`src/rtl/dutyfault_pkg.sv`:
```
package dutyfault_pkg;
  // strobes from the window sequencer to the counting datapath
  typedef struct packed {
    logic hit;   // this sample carries a fault condition
    logic last;  // this sample closes the current window
  } strobe_t;
endpackage

```
`src/rtl/dutyfault_ctrl.sv`:
```
module dutyfault_ctrl
  import dutyfault_pkg::*;
#(
  parameter int LEN_W   = 16,
  parameter int MIN_LEN = 64
) (
  input  logic             clk,
  input  logic             rstN,
  input  logic             overCurrent,
  input  logic             overRange,
  input  logic [LEN_W-1:0] windowLen,
  output strobe_t          strobe,
  output logic [LEN_W-1:0] curLen
);
  localparam logic [LEN_W-1:0] FloorLen = LEN_W'(MIN_LEN);

  logic [LEN_W-1:0] samplePos;
  logic [LEN_W-1:0] clampedLen;

  assign clampedLen  = (windowLen < FloorLen) ? FloorLen : windowLen;
  assign strobe.hit  = overCurrent | overRange;
  assign strobe.last = (samplePos == curLen - LEN_W'(1));

  always_ff @(posedge clk) begin
    if (!rstN) begin
      samplePos <= '0;
      curLen    <= clampedLen;
    end else if (strobe.last) begin
      samplePos <= '0;
      curLen    <= clampedLen;
    end else begin
      samplePos <= samplePos + LEN_W'(1);
    end
  end
endmodule

```
`src/rtl/dutyfault_dp.sv`:
```
module dutyfault_dp
  import dutyfault_pkg::*;
#(
  parameter int LEN_W   = 16,
  parameter int SET_NUM = 2,
  parameter int SET_DEN = 25,
  parameter int CLR_NUM = 1,
  parameter int CLR_DEN = 50
) (
  input  logic             clk,
  input  logic             rstN,
  input  strobe_t          strobe,
  input  logic [LEN_W-1:0] curLen,
  input  logic             underVoltage,
  output logic             faultLatch
);
  localparam int PROD_W = LEN_W + 8;

  logic [LEN_W-1:0]  hitCount;
  logic [LEN_W:0]    total;
  logic [PROD_W-1:0] totalSet, totalClr, lenSet, lenClr;
  logic              overSet, underClr;

  assign total    = {1'b0, hitCount} + (LEN_W+1)'(strobe.hit);
  assign totalSet = PROD_W'(total) * PROD_W'(SET_DEN);
  assign totalClr = PROD_W'(total) * PROD_W'(CLR_DEN);
  assign lenSet   = PROD_W'(curLen) * PROD_W'(SET_NUM);
  assign lenClr   = PROD_W'(curLen) * PROD_W'(CLR_NUM);
  assign overSet  = totalSet > lenSet;
  assign underClr = totalClr < lenClr;

  always_ff @(posedge clk) begin
    if (!rstN) begin
      hitCount   <= '0;
      faultLatch <= 1'b0;
    end else begin
      if (strobe.last) hitCount <= '0;
      else             hitCount <= total[LEN_W-1:0];

      if (underVoltage)                 faultLatch <= 1'b1;
      else if (strobe.last && overSet)  faultLatch <= 1'b1;
      else if (strobe.last && underClr) faultLatch <= 1'b0;
    end
  end
endmodule

```
`src/rtl/dutyfault_monitor.sv`:
```
module dutyfault_monitor
  import dutyfault_pkg::*;
#(
  parameter int LEN_W   = 16,
  parameter int MIN_LEN = 64
) (
  input  logic             clk,
  input  logic             rstN,
  input  logic             overCurrent,
  input  logic             overRange,
  input  logic             underVoltage,
  input  logic [LEN_W-1:0] windowLen,
  output logic             faultPullDn
);
  strobe_t          strobe;
  logic [LEN_W-1:0] curLen;
  logic             faultLatch;

  dutyfault_ctrl #(.LEN_W(LEN_W), .MIN_LEN(MIN_LEN)) u_ctrl (
    .clk(clk), .rstN(rstN), .overCurrent(overCurrent), .overRange(overRange),
    .windowLen(windowLen), .strobe(strobe), .curLen(curLen)
  );

  dutyfault_dp #(.LEN_W(LEN_W)) u_dp (
    .clk(clk), .rstN(rstN), .strobe(strobe), .curLen(curLen),
    .underVoltage(underVoltage), .faultLatch(faultLatch)
  );

  // undervoltage bypasses the window entirely
  assign faultPullDn = faultLatch | underVoltage;
endmodule

```
`config.mk`:
```
export PLATFORM = sky130hd
export DESIGN_NAME = dutyfault_monitor
export DESIGN_NICKNAME = d
export VERILOG_FILES = /design/src/rtl/dutyfault_pkg.sv /design/src/rtl/dutyfault_ctrl.sv /design/src/rtl/dutyfault_dp.sv /design/src/rtl/dutyfault_monitor.sv
export SDC_FILE = /design/constraint.sdc
export NUM_CORES = 1
export LEC_CHECK = 0
export ABC_AREA = 1
export BUFFER_PORTS_ARGS = -buffer_cell sky130_fd_sc_hd__buf_2
export CORE_MARGIN = 8
export CORE_UTILIZATION = 33
export DETAILED_ROUTE_END_ITERATION = 8
export PLACE_DENSITY_LB_ADDON = 0.25
export SLEW_MARGIN = 20
export SYNTH_ARGS = -nofsm -noshare
export SYNTH_HDL_FRONTEND = slang
export SYNTH_SLANG_ARGS = --single-unit
```
`constraint.sdc`:
```
create_clock -name clk -period 4.95 [get_ports clk]
set_input_delay 0 -clock clk [delete_from_list [all_inputs] [get_ports clk]]
set_output_delay 0 -clock clk [all_outputs]
set_load 0.01 [all_outputs]
```
# Word-level counts from Yosys, hierarchy flattened
# Cells that the tools add are included.
# W data, S select, Z words.
# classes
add_sub_neg	3
n_mul	2
magnitude_cmp	3
eq_ne	2
mux	6
bitwise_logic	3
reduce_logical	4
# op_table
cell	n
$mux W16	3
$mul A17 B5 Y22 const B	2
$lt A23 B16 Y1	1
$gt A22 B17 Y1	1
$add A16 B1 Y17	1
$add A16 B1 Y16 const B	1
$eq A16 B16 Y1	1
$lt A16 B7 Y1 const B	1
$sub A16 B1 Y16 const B	1
$mux W1	3
$reduce_bool A3 Y1	1
$logic_and A1 B1 Y1	2
$ne A2 B1 Y1 const B	1
$or A1 B1 Y1	2
$reduce_or A2 Y1	1
$not A1 Y1	1
# totals
reg_bits	49
output_inout_bits	1

# Depth between registers and ports, before layout
# Gate-level depths: netlist of run 1.
# depth
depth_word	8
depth_mapped	40
ltp_nobuf	40

# Modules after synthesis
# From an unflattened synthesis of run 1, not the netlist that was laid out.
# hier_totals
hier_cells	825
area_unflattened_um2	5656.7
# modules_own_cells
mod	n_inst	cells_each	area_each_um2	seq_area_each_um2
dutyfault_dp	1	542	3549.7	340.3
dutyfault_ctrl	1	280	2095.8	800.8
dutyfault_monitor	1	3	11.3	0.0

# Least setup slack after synthesis of run 1
# OpenSTA, ideal clock, no wires.
# synth_path
kind	reg2reg
start	register u_dp.hitCount[0]
end	register u_dp.faultLatch
setup_time_ns	0.120
arrival_time_ns	4.747
t_required_ns	4.830
setup_slack_ns	0.083
path_stages_with_launch	36
synth_period_minus_slack_ns	4.867
path_cell_list	dfxtp_1 ha_1 ha_1 nand2_1 nor2_1 inv_1 nor2_4 nand2_1 nor2_1 inv_1 nor3_2 nand3_1 xor2_1 inv_1 ha_1 ha_1 inv_1 fa_1 inv_1 ha_1 a21oi_1 o21ai_0 inv_1 nand3_1 nand2_1 nand2_1 ha_1 and3_1 nand2_1 nand2_1 nand2_1 nand2_1 nor2_1 nand2_1 a21oi_1 a21oi_1
# synth_between
elab_chain_cells	6
# synth_lines
element	line	rtl
start: declaration	dutyfault_dp.sv:19	logic [LEN_W-1:0] hitCount;
start signal: assignment	dutyfault_dp.sv:38	else hitCount <= total[LEN_W-1:0];
$add A16 B1 Y17 (*)	dutyfault_dp.sv:24	assign total = {1'b0, hitCount} + (LEN_W+1)'(strobe.hit);
net u_dp.total[12]	dutyfault_dp.sv:20	logic [LEN_W:0] total;
$mul A17 B5 Y22	dutyfault_dp.sv:25, dutyfault_dp.sv:26	
$gt A22 B17 Y1	dutyfault_dp.sv:29	assign overSet = totalSet > lenSet;
$logic_and A1 B1 Y1	dutyfault_dp.sv:41	else if (strobe.last && overSet) faultLatch <= 1'b1;
$mux W1	dutyfault_dp.sv:41	
$mux W1	dutyfault_dp.sv:40	if (underVoltage) faultLatch <= 1'b1;
end signal: assignment	dutyfault_dp.sv:40	
end signal: assignment	dutyfault_dp.sv:41	
end signal: assignment	dutyfault_dp.sv:42	else if (strobe.last && underClr) faultLatch <= 1'b0;
end: declaration	dutyfault_dp.sv:15	output logic faultLatch
# Mark *: on every way through the listed nets, which the timed path passes. The rest lies on a longest branch.
# A chain may end at the register's enable or synchronous reset.

# Final worst setup path of run 1
# Ends and elaborated chain as after synthesis.

==> results.tsv, run 1 <==
metric	value	unit
clk_latency	0.31	ns
swShare	30.12	%
drt-pass1-iter-count	7	
final.setup.worst_slack	0.1623	ns
min_period	4.788	ns
row_count	46	
ff_latch_area	1142	µm²
period_share	96.72	%
drcViolationCount	0	
pre_cts_ws	-0.1662	ns
max_stage_delay	0.49	ns
critPathKind	reg2reg	
powerDensity	150.2	nW/µm²
dieArea	20570	µm²
die_w	143.4	µm
routedWlPerCell	11.64	µm
first_iter_violations	185	
min_from	windowLen[0]	
worstPathRequired	5.15	ns
syn_area	5359	µm²
peakVddDrop	0.0001373	V
grt_max_degree	34	
seq_power_share	43.3	%
synth_top_family_by_area	simple AND/OR/NAND/NOR gates	
p_clk_share	35.6	%
root_buffer	clkbuf_16	
fmax	0.2089	GHz
hold_path_end	u_ctrl.curLen[0]	
min_delay_path_depth	3	
p_comb_share	21.1	%
yosys.area_share.adder	25.59	%
syn-num-nets	896	
synth_cells	772	
status	finished, final reports clean	
rrSetupSlack	0.16	ns
port_buffers	21	
synth_compound_area_share	6.304	%
hpwl	9928	µm
dp.cells	1034	
antenna_left	0	
slew-limit-headroom	35.15	%
clock_path_buffers	2	
finalClockSkew	0.008159	ns
synth.distinct_cells	34	
p_leak	3.461	nW
rsz0062_at_grt	yes	
core	15890	µm²
max_slew.worst_pin.slew	0.9690	ns
holdWs	0.006945	ns
start_util	33.74	%
p_sw	0.3070	mW
critPathCaptureType	flop	
crit_start	u_dp.hitCount[0]	
htree_levels	2	
area_delta_synth_final	26.64	%
synthSimpleGateAreaFrac	29.51	%
layout.nets	978	
hold_violations	0	
grt_pass1_vias	4629	
grt.total_usage	12.50	%
path_buf_inv	6	
cts_made_buffers	5	
drive_gt1_share	19.42	%
ys_warn_count	0	
holdCritPathClass	in2reg	
die_h	143.4	µm
vias	4835	
synth-seq-cells	49	
critPathTopFamily	adder cells	
synthMuxAreaShare	0	%
grt_pass1_wl	20780	µm
cts_tree	yes	
synthXorXnorAreaFrac	6.374	%
setup-violations-final	0	
final_cells	1071	
fillers	1705	
r2r-end	u_dp.faultLatch	
clk_pin_slew_worst_paths	0.07	ns
slew_viol_final	0	
cpMaxStageDelayCell	fa_1	
r2r-start	u_dp.hitCount[0]	
place_congestion	0.8525	
internal_power	0.7122	mW
cap_violations	0	
wirelength	12460	µm
io_pins	22	
avgSynthCellArea	6.942	µm²
rr_worst_depth	34	
cp-start-kind	flop	
num_antenna_cells	0	
cp.arrival	4.99	ns
cp_max_fo	4	
multi_input_comb_area	4065	µm²
antenna_found_initial	0	
cts.sinks	49	
grt_overflow	0	
ys_seq_area_share	21.29	%
avgViaCountPerCell	4.514	
## cell usage after synthesis, drive strengths merged
cell    instances  area share (%)
nand2         181              13
inv           138             9.7
nor2          102             7.5
ha             92              21
nand3          44             4.2
a21oi          39             3.6
dfxtp          33              12
xor2           28             4.6
edfxtp         16             9.0
o21ai          16             1.7
nor3           12             1.4
fa             11             4.1
nand4          11             1.3
xnor2          11             1.8
clkbuf          9            0.63
nand3b          5            0.70
nor3b           4            0.56
or2             4            0.47
a21o            3            0.42
and3            3            0.35
buf             3            0.63
nor4            2            0.23
a31oi           1            0.12
and2            1            0.12
o211ai          1            0.14
o21a            1            0.14
o21bai          1            0.14
## cells by family after synthesis
family | Yosys count
simple gates | 369
buf+inv | 150
fa+ha+maj | 103
compound gates | 62
flops | 49
xor+xnor | 39
## sequential cells by signal, summed over array words and instances, names as in the netlist
name              flops
u_dp.hitCount        16
u_ctrl.samplePos     16
u_ctrl.curLen        16
u_dp.faultLatch       1
## worst max-delay path by stage
| stage | cells after the start | slack (ns) | endpoint |
|---|---|---|---|
| floorplan | 35 | 0.08 | u_dp.faultLatch |
| global placement | 34 | -0.06 | u_dp.faultLatch |
| detailed placement | 34 | -0.17 | u_dp.faultLatch |
| CTS | 32 | 0.002 | u_dp.faultLatch |
| global route | 40 | -0.13 | u_dp.faultLatch |
| finish | 34 | 0.16 | u_dp.faultLatch |
## cell type report
cell class	count	area share [%]
multi-input combinational	573	59.90
sequential	49	16.83
timing repair buffer	87	9.476
inverter	138	7.670
tap	216	3.982
clock buffer	6	1.899
clock inverter	2	0.2397
## cell usage in the layout, fill, tap and decap left out, types with 3 or more instances in the layout
cell | synthesis | routed
nand2_1 | 180 | 163
inv_1 | 137 | 132
nor2_1 | 99 | 87
ha_1 | 92 | 77
buf_4 | 0 | 49
nand3_1 | 43 | 40
dfxtp_1 | 33 | 32
a21oi_1 | 39 | 29
xor2_1 | 28 | 22
buf_2 | 0 | 21
nand2_2 | 1 | 17
dlygate4sd3_1 | 0 | 17
edfxtp_1 | 16 | 16
o21ai_0 | 15 | 13
ha_4 | 0 | 13
nand4_1 | 11 | 11
fa_1 | 11 | 11
nor2_2 | 1 | 9
xnor2_1 | 11 | 9
nor3_1 | 9 | 7
nor2_4 | 2 | 6
xor2_2 | 0 | 6
a21oi_2 | 0 | 6
inv_2 | 1 | 5
nand3b_1 | 5 | 5
clkbuf_16 | 0 | 5
nand3_2 | 1 | 4
a21oi_4 | 0 | 4
nor3b_1 | 4 | 4
or2_2 | 4 | 4
nor3_2 | 3 | 4
a21o_1 | 3 | 3
## worst register-to-register path: cells and delay by family, from the launching register on
| kind | cells | cell delay (ns) |
|---|---|---|
| xor+xnor | 1 | 0.17 |
| buf+inv | 6 | 0.35 |
| flops | 1 | 0.34 |
| simple gates | 16 | 1.59 |
| fa+ha+maj | 7 | 1.82 |
| compound gates | 4 | 0.40 |
## routing by layer
layer / routed length, µm / vias to the layer above / global-route usage [%]
met1: 5867 / 2170 / 15.88
li1: - / 2601 / -
met4: 155 / 0 / 3.154
met3: 306 / 9 / 2.123
met2: 6134 / 55 / 21.47
met5: 0 / - / 0
## power groups by stage
| stage | sequential, mW | combinational [mW] | clock, mW |
|---|---|---|---|
| after floorplan | 0.445 | 0.152 | 0 |
| final | 0.441 | 0.215 | 0.362 |
| after detailed placement | 0.450 | 0.200 | 0 |
| after global routing | 0.444 | 0.254 | 0.388 |
| after CTS | 0.440 | 0.212 | 0.373 |
| after global placement | 0.450 | 0.198 | 0 |
## repair_timing
action	CTS	global route
hold endpoints to repair	16	0
hold buffers	17	0
setup endpoints to repair	1	1
cloned	0	0
gates resized for setup	18	73
setup buffers	6	6
pin swaps	10	42
## stage by stage
stage / utilization [%] / instance area [µm²] / setup TNS (ns) / total power, mW
global placement: 37.42 / 5944 / -0.05609 / 0.6480
CTS: 40.24 / 6392 / 0 / 1.026
floorplan: - / 5359 / 0 / 0.5973
finish: 42.72 / 6787 / 0 / 1.019
global route: 42.72 / 6787 / -0.1306 / 1.086
detailed placement: 37.42 / 5944 / -0.1662 / 0.6492
No activity file was read; power rests on OpenSTA's default activity.
==> run 2: changes to the inputs <==
- ABC_AREA: 1 -> default
- SLEW_MARGIN: 20 -> 10
==> run 2 against run 1 <==
  * Non-clock buffer count is 26 higher
  * Power is 5.3% higher
  * First-iteration DRC count is 21% lower
  * Clock skew is 0.00072 ns higher
  * Largest cell class unchanged
  * The run now ends with negative setup slack left
  * Cell count is 20% lower
==> results.tsv, run 2 <==
metric	value	unit	change
grt_pass1_wl	19460	µm	-6.4%
worstPathRequired	5.14	ns	about the same
crit_start	u_dp.hitCount[0]		
antenna_left	0		unchanged
crit_end	u_dp.faultLatch		
p_clk_share	38.7	%	+3.1 points
grt_pass1_vias	4265		-7.9%
powerDensity	165.6	nW/µm²	+10%
p_leak	3.233	nW	-6.6%
ff_latch_area	1147	µm²	+0.44%
internal_power	0.7760	mW	+9.0%
num_antenna_cells	0		unchanged
htree_levels	2		unchanged
slew_viol_final	0		unchanged
min_period	5.023	ns	+0.2355 ns
drt-pass1-iter-count	4		-3
hold_violations	0		unchanged
fin_util	44.57	%	+1.8 points
final_cell_mix	81 x ha_1, 74 x buf_4, 67 x inv_1		
synth_flop_cell	dfxtp_1		
core	14530	µm²	-8.5%
final_common_cell	ha_1		
hpwl	8960	µm	-9.7%
grt_util_met1	15.71	%	-0.17 points
synthTopCellsByCount	92 x ha_1, 70 x inv_1, 53 x nor2_1		
dp.cells	812		-21%
synth_cells	561		-27%
finalClockSkew	0.008881	ns	+0.0007219 ns
max_slew.worst_pin.slew	0.8969	ns	-0.07216 ns
holdCritPathClass	in2reg		
final_cells	854		-20%
holdWs	0.08468	ns	+0.07773 ns
r2r-end	u_dp.faultLatch		
die_w	137.8	µm	-3.9%
first_iter_violations	146		-21%
synth_enable_flop_cells	16		unchanged
wirelength	11400	µm	-8.5%
synth-seq-cells	49		unchanged
violations	negative setup slack		
critPathKind	reg2reg		
reg_top3	u_ctrl.curLen x16, u_ctrl.samplePos x16, u_dp.hitCount x16		
critPathCaptureType	flop		
cts.sinks	49		unchanged
area_delta_synth_final	32.27	%	
avgViaCountPerCell	4.918		+8.9%
setup-violations-final	1		+1
row_count	44		-4.3%
drcViolationCount	0		unchanged
avgSynthCellArea	8.729	µm²	+26%
rrSetupSlack	-0.07	ns	-0.24 ns
cap_violations	0		unchanged
grt_max_degree	42		+24%
netlist_top_cells_area	ha_1 24%, dfxtp_1 13%, edfxtp_1 9.8%		
start_util	33.69	%	-0.040 points
synth.top_cell.area_share	23.51	%	+2.0 points
rsz0062_at_grt	yes		
layout.nets	793		-19%
status	finished, violations left		
final.setup.worst_slack	-0.07312	ns	-0.2355 ns
yosysMostFrequentCell	ha_1		
p_comb_share	19.7	%	-1.4 points
clock_path_buffers	2		unchanged
yosysTopAreaCell	ha_1		
root_buffer	clkbuf_16		
swShare	27.68	%	-2.4 points
place_congestion	0.8804		+3.3%
syn_area	4897	µm²	-8.6%
fillers	1449		-15%
grt_overflow	0		unchanged
io_pins	22		unchanged
clk_latency	0.31	ns	about the same
syn-num-nets	685		-24%
r2r-start	u_dp.hitCount[0]		
multi_input_comb_area	3821	µm²	-6.0%
port_buffers	21		unchanged
dieArea	18990	µm²	-7.7%
antenna_found_initial	0		unchanged
fmax	0.1991	GHz	-4.7%
peakVddDrop	0.0002219	V	+62%
cp_max_fo	3		-1
routedWlPerCell	13.35	µm	+15%
p_sw	0.2969	mW	-3.3%
vias	4200		-13%
die_h	137.8	µm	-3.9%
cp.arrival	5.22	ns	+0.23 ns
cts_made_buffers	5		unchanged
synth.distinct_cells	51		+50%
top_usage_layer	met2		
ys_seq_area_share	23.30	%	+2.0 points
p_total	1.073	mW	+5.3%
grt.total_usage	12.67	%	+0.16 points
cp-start-kind	flop		
cts_tree	yes		
fin_setup_tns	-0.07312	ns	-0.07312 ns
met3_usage	2.261	%	+0.14 points
grt_util_met2	21.85	%	+0.38 points
drive_gt1_share	25.97	%	+6.6 points
async_reset_ff_share	0	%	unchanged
seq_power_share	41.6	%	-1.7 points
slew-limit-headroom	40.00	%	+4.8 points
rr_worst_depth	25		-26%
ys_warn_count	0		unchanged
period_share	101.5	%	+4.8 points
clk_pin_slew_worst_paths	0.08	ns	about the same
## run 2: cell count changes after synthesis, moves of 6 or more
cell / change
a21o_1: +6
a21oi_1: -19
and3_1: +13
inv_1: -67
nand2_1: -153
nand3_1: -19
nor2_1: -46
nor2b_1: +8
nor4_1: +6
xnor2_1: +25
## run 2: layout make-up
cell class | instances | area share, %
Multi-Input combinational cell | 430 | 58.99
Sequential cell | 49 | 17.71
Timing Repair Buffer | 113 | 13.02
Inverter | 70 | 4.056
Tap cell | 184 | 3.554
Clock buffer | 5 | 1.932
Clock inverter | 3 | 0.7340
## run 2: routing by layer
metal / share of wire, % / up-vias
met3: 2.4 / 18
met4: 2.2 / 0
li1: - / 2154
met2: 50 / 53
met1: 46 / 1975
met5: 0 / -
## run 2: worst min-delay path by stage
stage	from	slack (ns)	endpoint	cells after the start
4_1_cts	rstN	0.08	u_dp.faultLatch	2
5_1_grt	rstN	0.09	u_dp.faultLatch	2
6_report	rstN	0.08	u_dp.faultLatch	2
2_1_floorplan	underVoltage	0.12	faultPullDn	1
3_5_place_dp	windowLen[10]	0.20	u_ctrl.curLen[10]	1
3_3_place_gp	windowLen[11]	0.19	u_ctrl.curLen[11]	1
## run 2: per-stage QoR
stage          area [µm²]  setup WS [ns]
2_1_floorplan        4957      0.0001146
3_5_place_dp         5668        -0.3203
6_report             6477       -0.07312
4_1_cts              6231     -0.0007474
5_1_grt              6477        -0.3137
3_3_place_gp         5668        -0.2316
## run 2: timing repair
item | in CTS | in global routing
resized for setup | 37 | 30
hold endpoints to repair | 16 | 0
buffers inserted | 11 | 7
setup endpoints to repair | 1 | 1
pin swaps | 47 | 28
hold buffers | 16 | 0
## run 2: cell families (layout without fill, tap and decap cells)
logic type / Yosys count / in the layout / synth area share, %
flip-flops: 49 / 49 / 23.30
AO/OA/AOI/OAI: 81 / 81 / 11.01
adder cells (fa/ha/maj): 103 / 103 / 28.00
AND/OR/NAND/NOR: 177 / 177 / 18.60
multiplexers: 5 / 5 / 1.048
XOR/XNOR: 64 / 64 / 11.45
buffers and inverters: 82 / 191 / 6.592
## run 2: worst max-delay path: stages, from the launching register on
cell and delay, ns:
dfxtp_2 0.34, ha_4 0.15, buf_4 0.11, nand4_1 0.11, buf_6 0.17, xor2_4 0.18
inv_1 0.06, ha_1 0.27, ha_1 0.28, inv_1 0.05, fa_1 0.50, inv_1 0.04
ha_2 0.29, or3_1 0.30, o21ai_1 0.10, a21oi_2 0.07, a21o_1 0.20, a21oi_2 0.16
xnor2_2 0.15, ha_1 0.27, and3_1 0.15, nand3_1 0.08, a21oi_1 0.04, a2111o_1 0.41
o41ai_2 0.34, a21boi_1 0.09
## run 2: power by group through the flow
stage | registers (mW) | clock network (mW) | logic [mW]
floorplan | 0.450 | 0 | 0.141
global placement | 0.455 | 0 | 0.188
detailed placement | 0.455 | 0 | 0.195
CTS | 0.446 | 0.428 | 0.210
global route | 0.448 | 0.443 | 0.245
finish | 0.446 | 0.415 | 0.211
==> run 3: changes to the inputs <==
--- a/config.mk
+++ b/config.mk
@@ -10,2 +10,3 @@
 export CORE_UTILIZATION = 33
+export CTS_BUF_LIST = sky130_fd_sc_hd__clkbuf_4 sky130_fd_sc_hd__clkbuf_8
 export DETAILED_ROUTE_END_ITERATION = 8
--- a/constraint.sdc
+++ b/constraint.sdc
@@ -3,2 +3,2 @@
 set_output_delay 0 -clock clk [all_outputs]
-set_load 0.01 [all_outputs]
+set_load 0.005 [all_outputs]
==> run 3 against run 2 <==
  * The flow still finishes with violations (negative setup slack)
  * Routed wire length rose by 0.46%
  * Core utilization fell by 0.30 points
  * Clock skew grew 0.011 ns
  * Register-to-register slack about the same
  * Non-clock buffer count stayed put
  * Clock-buffer cell count unchanged
  * Global-route usage about the same
  * Hold slack got worse by 0.043 ns
  * Sequential cell count is the same
  * Cell area decreased by 0.68%
  * Sequential power barely moved
  * Critical path type unchanged
  * Highest routed layer unchanged
==> results.tsv, run 3 (same netlist as run 2, synthesis figures left out) <==
metric	value	unit	change
finalClockSkew	0.01978	ns	+0.01090 ns
cpMaxStageDelayCell	fa_1		
drcViolationCount	0		unchanged
cts_made_buffers	5		unchanged
die_h	137.8	µm	unchanged
cp.arrival	5.26	ns	+0.04 ns
slew-limit-headroom	39.91	%	-0.090 points
grt_pass1_vias	4266		+0.023%
cap_violations	0		unchanged
fillers	1458		+0.62%
hold_violations	0		unchanged
area_delta_synth_final	31.37	%	
clock_path_buffers	2		unchanged
setup-violations-final	1		unchanged
final_common_cell	ha_1		
row_count	44		unchanged
drt-pass1-iter-count	4		unchanged
pre_cts_ws	-0.3203	ns	unchanged
die_w	137.8	µm	unchanged
holdWs	0.04188	ns	-0.04280 ns
antenna_left	0		unchanged
cts_tree	yes		
rsz0062_at_grt	yes		
root_buffer	clkbuf_8		
critPathKind	reg2reg		
cts.sinks	49		unchanged
max_slew.worst_pin.slew	0.8982	ns	+0.001346 ns
avgViaCountPerCell	4.913		about the same
path_buf_inv	5		unchanged
start_util	33.69	%	unchanged
ff_latch_area	1147	µm²	unchanged
min_period	5.021	ns	-0.001941 ns
grt_max_degree	42		unchanged
port_buffers	21		unchanged
slew_viol_final	0		unchanged
final.setup.worst_slack	-0.07118	ns	+0.001941 ns
max_stage_delay	0.50	ns	about the same
grt_overflow	0		unchanged
final_cell_mix	80 x ha_1, 74 x buf_4, 67 x inv_1		
peakVddDrop	0.0001804	V	-19%
rrSetupSlack	-0.07	ns	about the same
antenna_found_initial	0		unchanged
core	14530	µm²	unchanged
holdCritPathClass	in2reg		
status	finished, violations left		
grt_pass1_wl	19460	µm	about the same
worstPathRequired	5.19	ns	+0.05 ns
wirelength	11460	µm	+0.46%
place_congestion	0.8804		unchanged
critPathTopFamily	adder cells		
cp-start-kind	flop		
vias	4196		-0.095%
grt.total_usage	12.68	%	+0.015 points
p_leak	3.207	nW	-0.83%
routedWlPerCell	13.41	µm	+0.46%
clk_latency	0.34	ns	+0.03 ns
reg_top3	u_ctrl.curLen x16, u_ctrl.samplePos x16, u_dp.hitCount x16		
clk_pin_slew_worst_paths	0.12	ns	+0.04 ns
hpwl	8960	µm	unchanged
io_pins	22		unchanged
fmax	0.1992	GHz	about the same
violations	negative setup slack		
fin_setup_tns	-0.07118	ns	+0.001941 ns
htree_levels	2		unchanged
num_antenna_cells	0		unchanged
period_share	101.4	%	about the same
first_iter_violations	119		-18%
layout.nets	793		unchanged
cp_max_fo	3		unchanged
powerDensity	152.3	nW/µm²	-8.0%
drive_gt1_share	26.12	%	+0.15 points
critPathCaptureType	flop		
multi_input_comb_area	3834	µm²	+0.33%
dieArea	18990	µm²	unchanged
==> run 3: timing repair <==
item                                   in CTS  in global routing
setup endpoints to repair                   1                  1
endpoints found under the hold margin      16                  0
pin swaps                                  46                 27
gates resized for setup                    37                 30
hold buffers                               16                  0
setup buffers                              11                  7
==> run 3: per-layer routing <==
metal,part of all wire [%],track usage (%),vias to the layer above
li1,-,-,2154
met1,46,15.54,1983
met2,50,22.04,43
met3,1.9,1.823,16
met4,2.3,4.657,0
met5,0,0,-
==> run 3: final cells by class <==
class | count | area share (%)
tap | 184 | 3.578
timing repair buffer | 113 | 13.11
multi-input combinational | 430 | 59.59
clock buffer | 5 | 1.070
inverter | 70 | 4.084
sequential | 49 | 17.83
clock inverter | 3 | 0.7390
==> run 3: worst paths after layout <==
check,start,to,cells after the start
setup / recovery,u_dp.hitCount[0],u_dp.faultLatch,25
setup reg to reg,u_dp.hitCount[0],u_dp.faultLatch,25
hold / removal,rstN,u_dp.faultLatch,2
hold reg to reg,u_ctrl.samplePos[15],u_ctrl.samplePos[15],2
==> run 3: power by group <==
part | leakage (nW) | switching [mW] | internal (mW) | total, mW
Sequential | 0.426 | 0.0173 | 0.429 | 0.446
Combinational | 2.72 | 0.108 | 0.106 | 0.215
Clock | 0.0591 | 0.164 | 0.155 | 0.319
Total | 3.21 | 0.290 | 0.690 | 0.980
==> run 3: stage by stage <==
stage	instances	total power, mW	utilization, %	cell area [µm²]
detailed placement	812	0.6503	39.00	5668
global route	854	1.041	44.27	6434
CTS	847	0.9875	42.48	6175
global placement	812	0.6422	39.00	5668
finish	854	0.9801	44.27	6434
floorplan	561	0.5909	-	4957
